===== src/rtl/phy_cfg_port.sv =====
`timescale 1ns/1ps
module phy_cfg_port #(
  parameter int ADDR_W   = 6,
  parameter int DATA_W   = 4,
  parameter int CFG_W    = 16,
  parameter int STAT_W   = 16,
  parameter int LOCK_BIT = 9,
  parameter int OUT_BIT  = 10,
  parameter int SEP_ADDR = 16,
  parameter int REF_ADDR = 18,
  parameter int SEL_BIT  = 3
) (
  input  logic              clk,
  input  logic              rst_n,
  input  logic [CFG_W-1:0]  cfg_word,
  input  logic              pll_locked,
  input  logic              pll_out_en,
  output logic [STAT_W-1:0] status_word,
  output logic              sep_rate_sel,
  output logic              ref100_sel
);
  localparam int ADDR_LSB = 1;
  localparam int DATA_LSB = ADDR_LSB + ADDR_W;
  localparam int ENTRIES  = 1 << ADDR_W;
  localparam logic [ADDR_W-1:0] SEP_IDX = ADDR_W'(SEP_ADDR);
  localparam logic [ADDR_W-1:0] REF_IDX = ADDR_W'(REF_ADDR);

  logic                           strobe;
  logic [ADDR_W-1:0]              addr;
  logic [DATA_W-1:0]              data;
  logic                           strobe_q;
  logic                           commit;
  logic [ENTRIES-1:0][DATA_W-1:0] regs;

  assign strobe = cfg_word[0];
  assign addr   = cfg_word[DATA_LSB-1:ADDR_LSB];
  assign data   = cfg_word[DATA_LSB+DATA_W-1:DATA_LSB];
  assign commit = strobe & ~strobe_q;

  always_ff @(posedge clk or negedge rst_n) begin
    if (!rst_n) begin
      strobe_q <= 1'b1;
      regs     <= '0;
    end else begin
      strobe_q <= strobe;
      if (commit) regs[addr] <= data;
    end
  end

  always_comb begin
    status_word              = '0;
    status_word[DATA_W-1:0]  = regs[addr];
    status_word[LOCK_BIT]    = pll_locked;
    status_word[OUT_BIT]     = pll_out_en;
  end

  assign sep_rate_sel = regs[SEP_IDX][SEL_BIT];
  assign ref100_sel   = regs[REF_IDX][SEL_BIT];

  a_r2_commit_lands: assert property (@(posedge clk) disable iff (!rst_n)
    commit |=> (regs[$past(addr)] == $past(data)));

  a_r3_held_strobe_no_write: assert property (@(posedge clk) disable iff (!rst_n)
    (strobe && strobe_q) |=> $stable(regs));

  a_r4_low_strobe_no_write: assert property (@(posedge clk) disable iff (!rst_n)
    !strobe |=> $stable(regs));

  a_r9_sel_change_needs_commit: assert property (@(posedge clk) disable iff (!rst_n)
    (!$stable(sep_rate_sel) || !$stable(ref100_sel)) |-> $past(commit));
endmodule


===== config.mk =====
export PLATFORM = sky130hd
export DESIGN_NAME = phy_cfg_port
export DESIGN_NICKNAME = d
export VERILOG_FILES = /design/src/rtl/phy_cfg_port.sv
export SDC_FILE = /design/constraint.sdc
export NUM_CORES = 1
export LEC_CHECK = 0
export ABC_AREA = 1
export CAP_MARGIN = 20
export CORE_MARGIN = 2
export CORE_UTILIZATION = 45
export CTS_CLUSTER_DIAMETER = 50
export CTS_CLUSTER_SIZE = 24
export DETAILED_ROUTE_END_ITERATION = 12
export PLACE_DENSITY = 0.65
export SLEW_MARGIN = 5
export SYNTH_ARGS = -nofsm -noshare
export SYNTH_HDL_FRONTEND = slang
export SYNTH_SLANG_ARGS = --single-unit
export TNS_END_PERCENT = 50

===== constraint.sdc =====
create_clock -name clk -period 4.7 [get_ports clk]
set_clock_uncertainty 0.15 [all_clocks]
set_input_delay 1.175 -clock clk [delete_from_list [all_inputs] [get_ports clk]]
set_output_delay 1.175 -clock clk [all_outputs]
set_load 0.1 [all_outputs]

After elaboration in Yosys (flattened, before gate mapping)
Cells that the tools add are included.

Bits in registers: 257. Bits of input ports: 20.

Reductions and logical operators: 1. Muxes and demuxes: 5. Bitwise operators: 2. Order comparisons: 2.

Operator list (count): 256-bit bitwise mux (1); 4-bit binary-select mux with 6-bit select (1); 4-bit demux with 6-bit select (1); 4-bit 2-to-1 mux (2); 6-bit by 7-bit less-than comparator with 1-bit output (second input constant) (1); 6-bit by 1-bit greater-or-equal comparator with 1-bit output (second input constant) (1); 1-bit AND (1); 1-bit logical AND (1); 1-bit inverter (1).

Longest topological paths before layout
Gate-level depths: netlist of the first run.

Depth in word-level cells: 5. Depth in mapped cells: 14.

Worst setup path before layout of the first run
OpenSTA, ideal clock, no wires.

Path type: input-to-output. Start: in cfg_word[2]. End: out status_word[3]. Arrival time: 2913 ps. Stages: 12. Required time: 3375 ps. Setup slack: 462 ps. Buffers on the path: 3. Cell sequence: buf_2 inv_1 buf_2 buf_2 nand2_1 nand2_1 nand2_1 nand2_1 nand2_1 nand2_1 nor2_1 nand2_1.

Longest elaborated chain between the ends: 2.

Ends and longest elaborated chain: from (decl) (line 15) `input logic [CFG_W-1:0] cfg_word,`; 4-bit binary-select mux with 6-bit select (line 52) `status_word[DATA_W-1:0] = regs[addr];`; 4-bit 2-to-1 mux (not written as such) (line 52); to (decl) (line 18) `output logic [STAT_W-1:0] status_word,`.

Every way passes these cells. The select of a mux whose other input is x is not followed.

Worst setup path after layout of the first run
Start: in cfg_word[4]. End: out status_word[3].

Same word-level chain as after synthesis.

==> metrics, run 1 <==
status finished clean; Core Box Area 27,000 µm²; Antenna Cells 0; Yosys Warn Count 0; Fmax 228 MHz; syn_area_per_cell 7.39 µm²; post-synthesis cell type count 24; Simple-Gate Fraction of Synth Area 0.326; first-pass GRT wire length 54,600 µm; register area share after synthesis 0.521; largest family of logic cells by synthesized area simple AND/OR/NAND/NOR gates; Power Internal 3.93 mW; Final Max Slew Viols 0; critical path endpoint category primary output; Comb pwr share 0.118; Clock Path Buffers 3; flops & latches, synth 257; Final Hold Violating Endpoints 0; P per Cell Area 390 nW/µm²; Static Leakage 7.14 nW; crit path DAT 3.06 ns; Filler cells 2,614; Largest stage delay, worst path 0.68 ns; mux cell area share after synthesis 0; Syn-to-layout area delta 14.0%; 1st-iter DRT viols 832; Peak VDD IR 0.252 mV; Critical Path Source Type primary input; die height 170 µm; Reg power frac 0.453; cell count after placement 1,996; complex-gate fraction of the synthesized area 0.110; switching pwr 1.55 mW; Synth Instances 1,671; Pwr Total 5.48 mW; Max stage delay cell, worst path clkdlybuf4s50_1; max_cap viols 0; CTS buffer count 29; critical path cell sequence clkdlybuf4s50_1 -> inv_1 -> nor3_1 -> buf_4 -> nand2_1 -> nand2_1 -> nor2_1 -> nand2_1 -> buf_12; Tightest Pin Transition 0.985 ns; Max H-tree Level 1; TNS Setup 0 ns; Overall Global Routing Usage 0.237; root buffer cell clkbuf_16; CP Class primary input to primary output; delay-heaviest family, CP buffers and inverters; largest net degree at the start of global routing 109; area occupied by multi-input gates 5420 µm²; Rel. slew slack 0.338; vias per cell 5.21; initial antenna violation count 0; most used cells in the layout excluding fill and tap cells 970 x nand2_1, 256 x dfrtp_1, 242 x o21ai_0; TritonCTS clock tree built; final WL 32,900 µm; Setup Viol. Count Final 0; Clk pwr share 0.429; num ports 38; clock latency at the later pin of the worst-skew pair 0.56 ns; remaining routing DRC violations 0; CP max FO 6; layout cells sized above 1 0.0784; number of global-route vias before repair 10,300; Worst Path Buf+Inv 4; sw frac 0.282; width of the die 170 µm; nets 1,706; Initial Util 0.458; fin crit period 4.39 ns; global route overflow 0; DP HPWL 20,700 µm; Rows 60; Fin Hold WS 0.328 ns; most common cell after layout, fill and taps aside nand2_1; fin cells 2,050; Util after Layout 0.522; clk sinks 257; gp weighted congestion 0.877; Port Buf Inserts 18; clock-pin slew on the worst setup and hold paths 0.06 ns; register area 6430 µm²; most frequent CP cell nand2_1; post-synthesis xor/xnor area fraction 0; area share of fa/ha/maj cells after synthesis 0; drt first pass iters 5; Critical Path RT 3.38 ns; Worst Hold Class flip-flop to flip-flop; RSZ-0062 raised after global routing false; routed wire length per instance 16.0 µm; Detail Route Antenna Nets 0; Tcrit/Tclk final 0.933; DR vias 10,700; Mapped Area 12,300 µm²; Die ar. 28,800 µm²
## layout make-up
cell class | count | area share
sequential | 257 | 0.457
clock buffer | 35 | 0.0560
timing repair buffer | 67 | 0.0489
clock inverter | 19 | 0.0152
inverter | 26 | 0.00712
multi-input combinational | 1305 | 0.385
tap | 341 | 0.0303
## Yosys cell counts, drive strengths merged
cell / count / area (µm²)
o211ai: 5 / 37.5
nor3: 12 / 97.6
clkbuf: 49 / 184
o21ai: 263 / 1320
conb: 1 / 3.75
dfstp: 1 / 26.3
clkinv: 4 / 15.0
dfrtp: 256 / 6410
or2: 6 / 37.5
inv: 22 / 82.6
nor2: 20 / 82.6
nand3: 13 / 65.1
buf: 43 / 249
nor4: 5 / 91.3
nand2: 971 / 3650
## state kept, by name (all words and copies together), names as in the netlist
register	count
regs	254
ref100_sel	1
sep_rate_sel	1
strobe_q	1
## kinds of logic (layout without fill, tap and decap cells)
logic type,Yosys count,in the layout
buffers and inverters,118,147
other,1,10
flip-flops,257,257
AO/OA/AOI/OAI,268,268
AND/OR/NAND/NOR,1027,1027
## per-layer routing
layer	vias to the layer above	share of wire	GRT usage	routed length [µm]
met4	0	0.026	0.0602	858
met1	5051	0.47	0.333	15300
met5	-	0	0	0
met3	60	0.057	0.0278	1860
li1	5295	-	-	-
met2	281	0.45	0.392	14800
## through the flow
stage	setup WS [ns]	cell area (µm²)
6_report	0.314	14100
5_1_grt	0.226	14100
4_1_cts	0.0704	14100
3_5_place_dp	0.0787	13100
3_3_place_gp	0.0644	13100
2_1_floorplan	0.462	12400
## worst reg2reg max path: stages, from the launching register on
cell	delay, ns
dfstp_2	0.36
inv_1	0.05
nand2_2	0.25
nor4_4	0.84
nand2_1	0.38
nand2_1	0.13
o21ai_0	0.10
## power groups by stage
stage	Clock (mW)	Sequential [mW]	Combinational [mW]
global placement	0	2.51	0.638
global route	2.48	2.50	0.740
floorplan	0	2.51	0.439
finish	2.35	2.48	0.648
CTS	2.38	2.48	0.654
detailed placement	0	2.52	0.652
## what timing repair did
action / CTS / global route
setup endpoints to repair: 0 / 2
setup buffers: 0 / 0
resized for setup: 0 / 3
hold buffers: 0 / 0
## final timing paths
check                                 startpoint                    end  slack, ns  cells after the start
max in group asynchronous                  rst_n    regs[3]$_DFFE_PN0P_       2.77                      2
setup reg to reg              strobe_q$_DFF_PN1_  regs[116]$_DFFE_PN0P_       2.28                      6
hold reg to reg            regs[178]$_DFFE_PN0P_  regs[178]$_DFFE_PN0P_       0.33                      2
hold / removal             regs[178]$_DFFE_PN0P_  regs[178]$_DFFE_PN0P_       0.33                      2
min in group asynchronous                  rst_n  regs[213]$_DFFE_PN0P_       0.51                      1
setup / recovery                     cfg_word[4]         status_word[3]       0.31                      9
(Power assumes the default switching activity.)
==> run 2, diff against run 1 <==
--- a/config.mk
+++ b/config.mk
@@ -8,11 +8,12 @@
 export ABC_AREA = 1
 export CAP_MARGIN = 20
 export CORE_MARGIN = 2
-export CORE_UTILIZATION = 45
+export CORE_UTILIZATION = 50
+export CTS_BUF_LIST = sky130_fd_sc_hd__clkbuf_2
 export CTS_CLUSTER_DIAMETER = 50
 export CTS_CLUSTER_SIZE = 24
 export DETAILED_ROUTE_END_ITERATION = 12
-export PLACE_DENSITY = 0.65
+export PLACE_DENSITY = 0.71
 export SLEW_MARGIN = 5
 export SYNTH_ARGS = -nofsm -noshare
 export SYNTH_HDL_FRONTEND = slang
==> metrics, run 2 (synthesis results as in run 1) <==
RR Startpoint strobe_q$_DFF_PN1_; initial antenna violation count 1 (+1); global route overflow 0 (unchanged); delay-heaviest family, CP buffers and inverters; Fmax 222 MHz (-2.5%); Rel. slew slack 0.359 (+0.0204); die height 161 µm (-5.0%); hold buffers post-CTS 0 (unchanged); Critical Path RT 3.38 ns (about the same); number of global-route vias before repair 9,809 (-5.2%); CP Class primary input to primary output; CTS buffer count 28 (-3.4%); Rows 57 (-5.0%); Max H-tree Level 1 (unchanged); crit path DAT 3.17 ns (+0.11 ns); nets 1,689 (-1.0%); Static Leakage 6.82 nW (-4.5%); routed wire length per instance 15.6 µm (-2.9%); Tcrit/Tclk final 0.957 (+0.0236); RSZ-0062 raised after global routing false; Final Max Slew Viols 0 (unchanged); Final Hold Violating Endpoints 0 (unchanged); r2r setup slk 2.36 ns (+0.08 ns); Detail Route Antenna Nets 0 (unchanged); Pwr Total 4.52 mW (-18%); most common cell after layout, fill and taps aside nand2_1; Max stage delay cell, worst path clkdlybuf4s50_1; clock latency at the later pin of the worst-skew pair 0.89 ns (+0.33 ns); Core Box Area 24,200 µm² (-10%); total placed instance area 12,900 µm² (-1.4%); Overall Global Routing Usage 0.247 (+0.0106); max_cap viols 0 (unchanged); vias per cell 5.27 (+1.0%); largest net degree at the start of global routing 105 (-3.7%); most frequent CP cell nand2_1; area occupied by multi-input gates 5410 µm² (about the same); Die ar. 26,000 µm² (-9.8%); critical path cell sequence clkdlybuf4s50_1 -> inv_1 -> nor2_1 -> o211ai_1 -> nand2_1 -> o21ai_0 -> nand2_1 -> nor2_1 -> nand2_1 -> buf_12; Util after Layout 0.551 (+0.0289); Worst Hold Class primary input to asynchronous set/reset pin; critical path endpoint category primary output; status finished clean; Worst Path Buf+Inv 3 (-1); CP max FO 5 (-1); P per Cell Area 338 nW/µm² (-13%); num ports 38 (unchanged); Setup Viol. Count Final 0 (unchanged); width of the die 161 µm (-5.0%); Initial Util 0.509 (+0.0510); TNS Setup 0 ns (unchanged); cts repair resizes 0 (unchanged); DP HPWL 19,500 µm (-6.1%); clock-pin slew on the worst setup and hold paths 0.30 ns (+0.24 ns); Critical Path Source Type primary input; fin crit period 4.50 ns (+0.111 ns); max reg flops 254 (unchanged); final WL 31,400 µm (-4.5%); root buffer cell clkbuf_2; DR vias 10,600 (-0.66%); layout cells sized above 1 0.0674 (-0.0110); Largest stage delay, worst path 0.64 ns (-0.04 ns); gp weighted congestion 0.842 (-4.0%); setup bufs post-CTS 0 (unchanged); Reg2Reg Depth 6 (unchanged); Peak VDD IR 0.225 mV (-10%); 1st-iter DRT viols 870 (+4.6%); drt first pass iters 5 (unchanged); TritonCTS clock tree built; Filler cells 2,352 (-10%); final setup margin 0.203 ns (-0.111 ns); remaining routing DRC violations 0 (unchanged); DP Worst Slack 0.213 ns (+0.134 ns); Tightest Pin Transition 0.959 ns (-0.0261 ns); clk sinks 257 (unchanged); most used cells in the layout excluding fill and tap cells 970 x nand2_1, 256 x dfrtp_1, 242 x o21ai_0; register area 6430 µm² (unchanged); Critical R2R Capture regs[73]$_DFFE_PN0P_; Biggest register regs; design area 13,400 µm² (-5.1%); Port Buf Inserts 18 (unchanged); Clock Path Buffers 3 (unchanged); Syn-to-layout area delta 8.22%; first-pass GRT wire length 51,900 µm (-5.0%)
-- run 2: power breakdown --
part / internal, mW / switching (mW)
Combinational: 0.195 / 0.435
Clock: 0.523 / 0.883
Sequential: 2.39 / 0.0942
Total: 3.11 / 1.41
-- run 2: worst max path at each step --
stage                     end         from  slack [ns]  cells past startpoint
6_report       status_word[2]  cfg_word[3]        0.20                     10
5_1_grt        status_word[2]  cfg_word[3]        0.09                     10
4_1_cts        status_word[2]  cfg_word[3]        0.21                     10
3_5_place_dp   status_word[2]  cfg_word[3]        0.21                     10
3_3_place_gp   status_word[2]  cfg_word[3]        0.20                     10
2_1_floorplan  status_word[3]  cfg_word[2]        0.46                     12
-- run 2: per-layer routing --
metal | track usage | vias to the layer above | share of wire
li1 | - | 5255 | -
met4 | 0.0771 | 0 | 0.029
met1 | 0.356 | 4991 | 0.46
met2 | 0.390 | 303 | 0.45
met3 | 0.0375 | 67 | 0.061
met5 | 0 | - | 0
-- run 2: per-stage QoR --
stage,cells,hold slack [ns]
6_report,2016,0.102
5_1_grt,2016,0.0955
4_1_cts,2014,0.0781
3_5_place_dp,1962,0.321
3_3_place_gp,1962,0.310
2_1_floorplan,1680,0.295
-- run 2: layout make-up --
class / instances / share of cell area
antenna: 1 / 0.000187
timing repair buffer: 51 / 0.0405
multi-input combinational: 1305 / 0.405
sequential: 257 / 0.482
inverter: 26 / 0.00749
clock inverter: 22 / 0.0234
clock buffer: 30 / 0.0112
tap: 324 / 0.0304
==> run 3, diff against run 2 <==
--- a/config.mk
+++ b/config.mk
@@ -6,7 +6,7 @@
 export NUM_CORES = 1
 export LEC_CHECK = 0
 export ABC_AREA = 1
-export CAP_MARGIN = 20
+export CAP_MARGIN = 15
 export CORE_MARGIN = 2
 export CORE_UTILIZATION = 50
 export CTS_BUF_LIST = sky130_fd_sc_hd__clkbuf_2
==> metrics, run 3 (synthesis results as in run 1) <==
status finished clean; Critical Path RT 3.38 ns (about the same); setup bufs post-CTS 0 (unchanged); Biggest register regs; final WL 31,500 µm (+0.25%); Setup Viol. Count Final 0 (unchanged); nets 1,688 (-0.059%); Fin Hold WS 0.0940 ns (-0.00815 ns); Pwr Total 4.51 mW (about the same); layout cells sized above 1 0.0669 (-0.000552); TritonCTS clock tree built; Fmax 222 MHz (-0.32%); cts repair resizes 0 (unchanged); first-pass GRT wire length 51,900 µm (unchanged); drt first pass iters 5 (unchanged); Reg2Reg Depth 6 (unchanged); Clk pwr share 0.311 (about the same); fin crit period 4.51 ns (+0.0142 ns); Rel. slew slack 0.249 (-0.109); remaining routing DRC violations 0 (unchanged); Die ar. 26,000 µm² (unchanged); Core Box Area 24,200 µm² (unchanged); CP max FO 5 (unchanged); critical path endpoint category primary output; Final Max Slew Viols 0 (unchanged); P per Cell Area 339 nW/µm² (about the same); TNS Setup 0 ns (unchanged); Critical Path Source Type primary input; Reg power frac 0.550 (about the same); Worst Hold Class primary input to asynchronous set/reset pin; Tcrit/Tclk final 0.960 (+0.00303); Port Buf Inserts 18 (unchanged); crit path DAT 3.19 ns (+0.02 ns); Syn-to-layout area delta 8.06%; Max H-tree Level 1 (unchanged); max reg flops 254 (unchanged); initial antenna violation count 1 (unchanged); global route overflow 0 (unchanged); Detail Route Antenna Nets 0 (unchanged); number of global-route vias before repair 9,809 (unchanged); most common cell after layout, fill and taps aside nand2_1; root buffer cell clkbuf_2; Peak VDD IR 0.226 mV (+0.34%); routed wire length per instance 15.6 µm (+0.30%); Comb pwr share 0.139 (about the same); width of the die 161 µm (unchanged); DP HPWL 19,500 µm (unchanged); die height 161 µm (unchanged); DR vias 10,700 (+0.34%); sw frac 0.312 (about the same); switching pwr 1.41 mW (-0.18%); gp weighted congestion 0.842 (unchanged); clk sinks 257 (unchanged); largest net degree at the start of global routing 105 (unchanged); Tightest Pin Transition 1.13 ns (+0.167 ns); vias per cell 5.29 (+0.39%); RSZ-0062 raised after global routing false; Overall Global Routing Usage 0.247 (unchanged); num ports 38 (unchanged); CTS buffer count 28 (unchanged); CP Class primary input to primary output; hold buffers post-CTS 0 (unchanged); Rows 57 (unchanged); clock latency at the later pin of the worst-skew pair 0.89 ns (about the same); Clock Path Buffers 3 (unchanged); Initial Util 0.509 (unchanged); Power Internal 3.10 mW (about the same); clock-pin slew on the worst setup and hold paths 0.25 ns (-0.05 ns); 1st-iter DRT viols 1,020 (+17%); max_cap viols 0 (unchanged); Static Leakage 6.81 nW (-0.14%); Final Hold Violating Endpoints 0 (unchanged); Filler cells 2,354 (+0.085%); most used cells in the layout excluding fill and tap cells 970 x nand2_1, 256 x dfrtp_1, 242 x o21ai_0
-- run 3: cell type report --
cell class | count | area (µm²) | area share
Sequential cell | 257 | 6430 | 0.482
Multi-Input combinational cell | 1305 | 5410 | 0.406
Timing Repair Buffer | 50 | 520 | 0.0390
Tap cell | 324 | 405 | 0.0304
Clock inverter | 22 | 313 | 0.0235
Clock buffer | 30 | 150 | 0.0113
Inverter | 26 | 100 | 0.00751
Antenna cell | 1 | 2.50 | 0.000188
-- run 3: metal layers --
layer | GRT usage | part of all wire
met4 | 0.0771 | 0.028
met3 | 0.0375 | 0.056
met5 | 0 | 0
met2 | 0.390 | 0.46
met1 | 0.356 | 0.46
-- run 3: final timing paths --
path	slack, ns	from	end
worst max-delay path	0.19	cfg_word[3]	status_word[2]
worst min-delay path	0.09	rst_n	regs[200]$_DFFE_PN0P_
worst max register to register	2.34	strobe_q$_DFF_PN1_	regs[33]$_DFFE_PN0P_
worst min register to register	0.37	regs[36]$_DFFE_PN0P_	regs[36]$_DFFE_PN0P_
max in group asynchronous	3.30	rst_n	strobe_q$_DFF_PN1_
min in group clk	0.37	regs[36]$_DFFE_PN0P_	regs[36]$_DFFE_PN0P_
-- run 3: worst max-delay path, stage by stage --
cell and delay (ns):
clkdlybuf4s50_1 0.64, inv_1 0.13, nor2_1 0.38, o211ai_1 0.16
nand2_1 0.08, o21ai_0 0.08, nand2_1 0.11, nor2_1 0.07
nand2_1 0.15, buf_12 0.19
-- run 3: through the flow --
stage	area [µm²]	worst slack, ns	cells	utilization
after floorplan	12400	0.462	1680	-
after global placement	12900	0.201	1962	0.531
after detailed placement	12900	0.213	1962	0.531
after CTS	13300	0.205	2014	0.550
after global routing	13300	0.0854	2015	0.550
final	13300	0.189	2015	0.550
-- run 3: power by group through the flow --
| stage | clock, mW | sequential (mW) | combinational (mW) |
|---|---|---|---|
| 4_1_cts | 1.44 | 2.48 | 0.634 |
| 5_1_grt | 1.53 | 2.51 | 0.715 |
| 3_5_place_dp | 0 | 2.52 | 0.632 |
| 2_1_floorplan | 0 | 2.51 | 0.439 |
| 3_3_place_gp | 0 | 2.51 | 0.619 |
| 6_report | 1.40 | 2.48 | 0.629 |
